==> config.mk <==
export PLATFORM = sky130hd
export DESIGN_NAME = dma_prio_arbiter
export DESIGN_NICKNAME = d
export VERILOG_FILES = /design/src/rtl/dma_arb_pkg.sv /design/src/rtl/dma_arb_level_sel.sv /design/src/rtl/dma_arb_first_one.sv /design/src/rtl/dma_prio_arbiter.sv
export SDC_FILE = /design/constraint.sdc
export NUM_CORES = 1
export LEC_CHECK = 0
export BUFFER_PORTS_ARGS = -buffer_cell sky130_fd_sc_hd__buf_2
export CAP_MARGIN = 10
export CORE_MARGIN = 4
export CORE_UTILIZATION = 40
export CTS_CLUSTER_SIZE = 25
export DETAILED_ROUTE_END_ITERATION = 8
export PLACE_DENSITY_LB_ADDON = 0.2
export SLEW_MARGIN = 20
export SYNTH_ARGS = -nofsm -noshare
export SYNTH_HDL_FRONTEND = slang
export SYNTH_HIERARCHICAL = 1
export SYNTH_SLANG_ARGS = --single-unit
==> constraint.sdc <==
create_clock -name clk -period 2.45 [get_ports clk]
set_clock_uncertainty 0.05 [all_clocks]
set_input_delay 0.49 -clock clk [delete_from_list [all_inputs] [get_ports clk]]
set_output_delay 0.49 -clock clk [all_outputs]
set_load 0.02 [all_outputs]
==> src/rtl/dma_arb_pkg.sv <==
package dma_arb_pkg;

    localparam int ARB_CH_DEF     = 6;
    localparam int ARB_PRIO_W_DEF = 2;

    // Priority level encoding, higher value wins
    typedef enum logic [1:0] {
        PRIO_LOW   = 2'b00,
        PRIO_MED   = 2'b01,
        PRIO_HIGH  = 2'b10,
        PRIO_VHIGH = 2'b11
    } prio_lvl_e;

endpackage

==> src/rtl/dma_arb_level_sel.sv <==
// Keeps only the eligible channels that sit at the highest level present.
module dma_arb_level_sel #(
    parameter int NUM_CH = 6,
    parameter int PRIO_W = 2
) (
    input  logic [NUM_CH-1:0]        elig,
    input  logic [NUM_CH*PRIO_W-1:0] prio,
    output logic [NUM_CH-1:0]        cand
);
    localparam int NUM_LVL = 1 << PRIO_W;

    logic [NUM_LVL-1:0][NUM_CH-1:0] hit;

    for (genvar l = 0; l < NUM_LVL; l++) begin : g_lvl
        for (genvar c = 0; c < NUM_CH; c++) begin : g_ch
            assign hit[l][c] = elig[c] && (prio[c*PRIO_W +: PRIO_W] == PRIO_W'(l));
        end
    end

    // Later (higher) levels override lower ones
    always_comb begin
        cand = '0;
        for (int l = 0; l < NUM_LVL; l++) begin
            if (|hit[l]) cand = hit[l];
        end
    end

endmodule

==> src/rtl/dma_arb_first_one.sv <==
// Picks the lowest-index set bit as a one-hot vector.
module dma_arb_first_one #(
    parameter int W = 6
) (
    input  logic [W-1:0] vec,
    output logic [W-1:0] onehot
);
    always_comb begin
        onehot = '0;
        for (int i = W - 1; i >= 0; i--) begin
            if (vec[i]) begin
                onehot    = '0;
                onehot[i] = 1'b1;
            end
        end
    end

endmodule

==> src/rtl/dma_prio_arbiter.sv <==
module dma_prio_arbiter
    import dma_arb_pkg::*;
#(
    parameter int NUM_CH = ARB_CH_DEF,
    parameter int PRIO_W = ARB_PRIO_W_DEF
) (
    input  logic                     clk,
    input  logic                     rst_n,
    input  logic [NUM_CH-1:0]        ch_req,
    input  logic [NUM_CH-1:0]        ch_en,
    input  logic [NUM_CH*PRIO_W-1:0] ch_prio,
    input  logic                     blk_done,
    output logic [NUM_CH-1:0]        gnt_onehot,
    output logic                     gnt_valid
);
    localparam int PRIO_BITS = NUM_CH * PRIO_W;

    typedef struct packed {
        logic                 busy;
        logic [NUM_CH-1:0]    gnt;
        logic [PRIO_BITS-1:0] prio;
    } arb_state_t;

    arb_state_t st_d, st_q;

    logic [NUM_CH-1:0] elig;
    logic [NUM_CH-1:0] cand;
    logic [NUM_CH-1:0] pick;
    logic              arb_point;

    assign elig = ch_req & ch_en;

    dma_arb_level_sel #(
        .NUM_CH (NUM_CH),
        .PRIO_W (PRIO_W)
    ) u_level_sel (
        .elig (elig),
        .prio (st_q.prio),
        .cand (cand)
    );

    dma_arb_first_one #(
        .W (NUM_CH)
    ) u_first_one (
        .vec    (cand),
        .onehot (pick)
    );

    // Idle cycles and end-of-block cycles are arbitration points
    assign arb_point = !st_q.busy || blk_done;

    always_comb begin
        st_d = st_q;
        if (!st_q.busy) begin
            if (|pick) begin
                st_d.busy = 1'b1;
                st_d.gnt  = pick;
            end
        end else if (blk_done) begin
            st_d.busy = 1'b0;
            st_d.gnt  = '0;
        end
        if (arb_point) begin
            st_d.prio = ch_prio;
        end
    end

    always_ff @(posedge clk or negedge rst_n) begin
        if (!rst_n) begin
            st_q <= '0;
        end else begin
            st_q <= st_d;
        end
    end

    assign gnt_onehot = st_q.gnt;
    assign gnt_valid  = st_q.busy;

endmodule

==> results.md, run 1 <==
* DRT iter0 DRCs at 32
* Sequential area share after synthesis at 0.396
* Cell Area, Synth at between 1000 and 1500 sq um
* H-Tree Depth at 1
* Met1 Usage GRT at 0.172
* Initial antenna violation count at 0
* Combinational share of power at 0.537
* Core area at between 2000 and 3000 sq um
* Storage element area at about 480 sq um
* RD Place Congestion at roughly 0.84
* CP Launch Point: ch_req[1]
* # clock sinks at 19
* Hold_buf cts at 0
* Largest net degree at the start of global routing at 20
* Main synth FF type: dfrtp_1
* Clk pwr share at 0.117
* Synth Register Bits at 19
* Final slew viol count at 0
* Gr busiest metal: met2
* Post-synthesis cell type count at 39
* Fill cell count at roughly 250
* Vias per cell at between 5 and 6
* Hpwl dp at between 2000 and 2500 microns
* Worst Setup EP: gnt_onehot[5]$_DFFE_PN0P_
* Antenna viol nets, final at 0
* Final Hold Viols at 0
* Flop pwr share at 0.346
* Placed cells at between 150 and 200
* Placed inst area at ~1500 sq um
* Gr ovfl total at 0
* GRT met2 Usage at 0.278
* Worst Setup Start Kind: input pin
* Initial Util at 0.428
* Max Fclk at around 380 MHz
* Fin nets at 198
* Status: complete, but fails checks
* Drt first pass iters at 4
* Final Non-Filler Cells at roughly 200
* # setup viols final at 7
* Final Hold Slack at about 60 ps
* Final worst slack at -157 ps
* Layout cell share with drive strength beyond 1 at 0.588
* DRC at 0
* Crit. End Element: flip-flop
* CTS tree: yes
* Die H at 62.8 microns
* Die ar. at 3940 sq um
* YS warnings at 6
* Synthesized instance count at 116
* NetSw at ~0.54 mW
* Post-synthesis async set-or-reset flop share at 1.00
* Worst-Skew Late Latency at ~300 ps
* Gr usage total at 0.152
* Root buffer cell: clkbuf_4
* Synth Area per Inst at around 10 sq um
* First-pass GRT wire length at 4820 microns
* Slew margin rel. at 0.670
* Post-synth EDFFs at 0
* Area of the multi-input gates at ~740 sq um
* RSZ-0062 raised after global routing: true
* Area Growth Syn to Fin at 39.5%
* Placement Rows at 19
* Worst reg2reg setup slack at -130 ps
* Clock Path Buffers at 2
* Capturing point of the worst reg2reg path: gnt_onehot[5]$_DFFE_PN0P_
* Leakage at between 0.7 and 0.8 nW
* Num CTS Buffers at 3
* Top-area cell type share of the netlist area at 0.396
* Buffers on Ports at 33
* VDD IR max at between 0.3 and 0.4 mV
* M3 GR Usage at 0.0324
* Crit Path Class: in2reg
* Critical Path AT at 2810 ps
* CP max FO at 5
* Cell-internal power at 0.875 mW
* Violated checks: setup timing
* Number of diodes at 0
* WL/cell at 14.5 microns
* Switching Share at 0.384
* Yosys top cell by area: dfrtp_1
* I/O pin count at 34
* Total wire length at approximately 2900 microns
* Top cells by area in the synthesized netlist: dfrtp_1 40%, mux2_2 11%, o221a_1 4.7%, buf_4 4.4%, and2_1 3.6%
* Finished Cell Area at approximately 1700 sq um
* Vias in the first global route at 1085
* Final period util at 1.06
* Worst reg2reg path depth at 10
* Syn Nets at about 140
* Tmin final at 2610 ps
* Path type of the worst min-delay path: in2async
* CTS clk-pin slew, worst paths at 110 ps
* Vias at approximately 1.1k
* Worst Max-Slew Pin Slew at about 490 ps
* Final Util at 0.597
* Setup TNS at -1020 ps
* Pwr/cell area at roughly 850 nW/um^2
* Max-cap viol count at 0
* Reg-to-Reg Start: st_q[9]$_DFFE_PN0P_
* Die W at 62.8 microns
* Critical Path RT at about 2700 ps
## cells in the final DEF (no fill, tap or decap), types with 4 or more instances in the layout
cell type  count
and2_1         4
and2_4         5
buf_2         33
buf_4         26
dfrtp_1       19
inv_1          6
mux2_2        12
nand2_1       11
o22ai_1        4
## worst max-delay path: stages
cell and delay (ps):
buf_2 90, and2_4 150, buf_4 130, nand2_1 60
o22ai_1 70, nor3_1 290, and2_4 240, o221a_4 220
and2b_2 220, or3_4 420, o41ai_2 270, a22o_1 160
## synth_stat cells, types with 2 or more instances
| master | n |
|---|---|
| a21oi_1 | 2 |
| a22o_1 | 2 |
| a31oi_1 | 2 |
| and2_1 | 7 |
| and3_1 | 3 |
| buf_2 | 2 |
| buf_4 | 7 |
| dfrtp_1 | 19 |
| inv_1 | 6 |
| mux2_2 | 12 |
| nand2_1 | 11 |
| o21a_1 | 3 |
| o21ai_0 | 2 |
| o221a_1 | 5 |
| o22ai_1 | 5 |
| o2bb2ai_1 | 4 |
| o41ai_1 | 2 |
## layer usage
layer,part of all wire,up-vias
met5,0,-
li1,-,532
met1,0.41,529
met2,0.53,35
met3,0.051,4
met4,0.011,0
## cell type report
| type | count | area share |
|---|---|---|
| multi-input combinational | 81 | 0.442 |
| sequential | 19 | 0.284 |
| clock buffer | 4 | 0.0157 |
| timing repair buffer | 60 | 0.222 |
| inverter | 6 | 0.0134 |
| tap | 31 | 0.0232 |
## metrics by stage
| step | setup WS, ps | power, mW |
|---|---|---|
| after global placement | -500 | 1.13 |
| after detailed placement | -531 | 1.15 |
| after CTS | -150 | 1.39 |
| final | -157 | 1.42 |
| after global routing | -228 | 1.52 |
| after floorplan | -275 | 0.943 |
## power by group through the flow
stage               Combinational, mW  Sequential (mW)  Clock (mW)
floorplan                       0.457            0.486           0
global placement                0.648            0.486           0
detailed placement              0.665            0.489           0
CTS                             0.738            0.484       0.169
global route                    0.818            0.506       0.192
finish                          0.763            0.491       0.166
## how the worst min path moves through the flow
stage                                            to  start  cells after the start
after floorplan           gnt_onehot[0]$_DFFE_PN0P_  rst_n                      0
after global placement    gnt_onehot[5]$_DFFE_PN0P_  rst_n                      1
after CTS                 gnt_onehot[5]$_DFFE_PN0P_  rst_n                      1
final                     gnt_onehot[5]$_DFFE_PN0P_  rst_n                      1
after detailed placement  gnt_onehot[5]$_DFFE_PN0P_  rst_n                      1
after global routing      gnt_onehot[5]$_DFFE_PN0P_  rst_n                      1
## sequential cells by signal, indices dropped and copies added, names as in the netlist
name	cells
gnt_onehot	6
st_q	12
gnt_valid	1
## timing repair
action | in CTS | in global routing
resized for setup | 11 | 5
pin swaps | 6 | 7
setup buffers | 1 | 1
setup endpoints to repair | 7 | 7
## logic make-up after synthesis
logic type             synth area share
AO/OA/AOI/OAI                     0.216
buffers and inverters            0.0802
flip-flops                        0.396
multiplexers                      0.113
AND/OR/NAND/NOR                   0.196
(Power assumes the default switching activity.)
==> inputs of run 2 (changes only) <==
==> constraint.sdc (replaced) <==
create_clock -name clk -period 2.4 [get_ports clk]
set_clock_uncertainty 0.05 [all_clocks]
set_input_delay 0.48 -clock clk [delete_from_list [all_inputs] [get_ports clk]]
set_output_delay 0.48 -clock clk [all_outputs]
set_load 0.02 [all_outputs]
==> run 2 against run 1 <==
Net effect:
- the flow still finishes with violations (setup timing)
- routed wire length stayed put
- sequential share of layout area unchanged
- critical path depth is the same
- clock power about the same
- final cell count unchanged
- sequential power increased by 2%
- non-clock buffer count unchanged
- global-route usage unchanged
- first-iteration DRC count grew 6.3%
- setup slack got worse by 40 ps
- register-to-register slack worse by 50 ps
- via count unchanged
==> results.md, run 2 (synthesis gave the netlist of run 1 again) <==
* Place WS at -571 ps (-40.0 ps)
* Worst Max-Slew Pin Slew at 487 ps (unchanged)
* Placement Rows at 19 (unchanged)
* Vias per cell at 5.47 (unchanged)
* Most flop-heavy register: st_q
* Clock Path Buffers at 2 (unchanged)
* H-Tree Depth at 1 (unchanged)
* Num CTS Buffers at 3 (unchanged)
* CP top delay family: simple AND/OR/NAND/NOR gates
* Violated checks: setup timing
* Worst path slowest cell: or3_4
* Total wire length at 2920 microns (unchanged)
* Antenna viol nets, final at 0 (unchanged)
* Layout cell share with drive strength beyond 1 at 0.588 (unchanged)
* Area of the multi-input gates at 741 sq um (unchanged)
* Reg-to-Reg Start: st_q[9]$_DFFE_PN0P_
* Core area at 2810 sq um (unchanged)
* Fin nets at 198 (unchanged)
* WL/cell at 14.5 microns (unchanged)
* Die W at 62.8 microns (unchanged)
* Die H at 62.8 microns (unchanged)
* # clock sinks at 19 (unchanged)
* Gr usage total at 0.152 (unchanged)
* Area Growth Syn to Fin at 39.5% (unchanged)
* Vias at 1100 (unchanged)
* Drt first pass iters at 4 (unchanged)
* I/O pin count at 34 (unchanged)
* Max-cap viol count at 0 (unchanged)
* CP bufs+invs at 2 (unchanged)
* Worst-Skew Late Latency at 300 ps (about the same)
* Final Hold Viols at 0 (unchanged)
* Final worst slack at -198 ps (-40.0 ps)
* Leakage at 0.783 nW (unchanged)
* Hold_buf cts at 0 (unchanged)
* Tmin final at between 2000 and 3000 ps
* DRT iter0 DRCs at 34 (+6.3%)
* Initial Util at 0.428 (unchanged)
* Setup TNS at -1300 ps (-280 ps)
* Most frequent cells in the layout: 33 x buf_2, 26 x buf_4, 19 x dfrtp_1
* Number of diodes at 0 (unchanged)
* Largest register FFs at 12 (unchanged)
* DRC at 0 (unchanged)
* CP max FO at 5 (unchanged)
* Storage element area at 475 sq um (unchanged)
* First-pass GRT wire length at 4820 microns (unchanged)
* # setup viols final at 7 (unchanged)
* Slew margin rel. at 0.670 (unchanged)
* Status: complete, but fails checks
* Pwr/cell area at 865 nW/um^2 (+2.1%)
* Root buffer cell: clkbuf_4
* Max Fclk at roughly 380 MHz
* CTS clk-pin slew, worst paths at 110 ps (about the same)
* Hpwl dp at 2230 microns (unchanged)
* CTS tree: yes
* Most common cell after layout, fill and taps aside: buf_2
* Max incr delay on CP at 420 ps (about the same)
* Path type of the worst min-delay path: in2async
* Critical Path RT at 2600 ps (-50 ps)
* Most used cell, CP: and2_4
* Crit-path cells: buf_2 > and2_4 > buf_4 > nand2_1 > o22ai_1 > nor3_1 > and2_4 > o221a_4 > and2b_2 > or3_4 > o41ai_2 > a22o_1
* Fill cell count at 254 (unchanged)
* Pwr Total at 1.45 mW (+2.1%)
* Crit. End Element: flip-flop
* CP Launch Point: ch_req[1]
* Critical Path AT at 2800 ps (about the same)
* RSZ-0062 raised after global routing: true
* Gr ovfl total at 0 (unchanged)
* Buffers on Ports at 33 (unchanged)
* Final slew viol count at 0 (unchanged)
* Worst Setup Start Kind: input pin
* Crit Path Class: in2reg
* Final period util at 1.08
* Vias in the first global route at 1085 (unchanged)
* VDD IR max at 0.367 mV (+2.1%)
* Largest net degree at the start of global routing at 20 (unchanged)
* Initial antenna violation count at 0 (unchanged)
* RD Place Congestion at 0.840 (about the same)
* Die ar. at 3940 sq um (unchanged)
## run 2: path summary, 6_finish.rpt
path	end	slack, ps	depth (start not counted)
hold reg to reg	gnt_onehot[5]$_DFFE_PN0P_	450	1
min in group clk	gnt_valid$_DFF_PN0_	290	2
max in group asynchronous	st_q[11]$_DFFE_PN0P_	1950	1
hold / removal	gnt_onehot[5]$_DFFE_PN0P_	50	1
setup reg to reg	gnt_onehot[5]$_DFFE_PN0P_	-180	10
setup / recovery	gnt_onehot[5]$_DFFE_PN0P_	-200	12
## run 2: power by group
group / internal, mW / switching [mW]
combinational: 0.424 / 0.355
clock: 0.0647 / 0.104
sequential: 0.404 / 0.0968
total: 0.893 / 0.556
## run 2: area by class of cell
class                   instances  area share
multi-input cells              81       0.442
flip-flops and latches         19       0.284
repair buffers                 60       0.222
well taps                      31      0.0232
clock buffers                   4      0.0157
inverters                       6      0.0134
## run 2: through the flow
step | hold WS (ps) | utilization | cells | area, sq um
4_1_cts | 61.3 | 0.581 | 200 | 1630
3_3_place_gp | 392 | 0.551 | 195 | 1550
5_1_grt | 65.0 | 0.597 | 201 | 1680
6_report | 48.6 | 0.597 | 201 | 1680
3_5_place_dp | 398 | 0.551 | 195 | 1550
2_1_floorplan | 134 | - | 116 | 1230
## run 2: per-layer routing
| layer | part of all wire | up-vias | global-route usage |
|---|---|---|---|
| met2 | 0.53 | 35 | 0.278 |
| met5 | 0 | - | 0 |
| met1 | 0.41 | 529 | 0.172 |
| met4 | 0.011 | 0 | 0.0551 |
| li1 | - | 532 | - |
| met3 | 0.051 | 4 | 0.0324 |
## run 2: timing repair
action | CTS | global route
resized for setup | 10 | 6
pin swaps | 6 | 8
buffers inserted | 1 | 1
setup endpoints to repair | 7 | 7
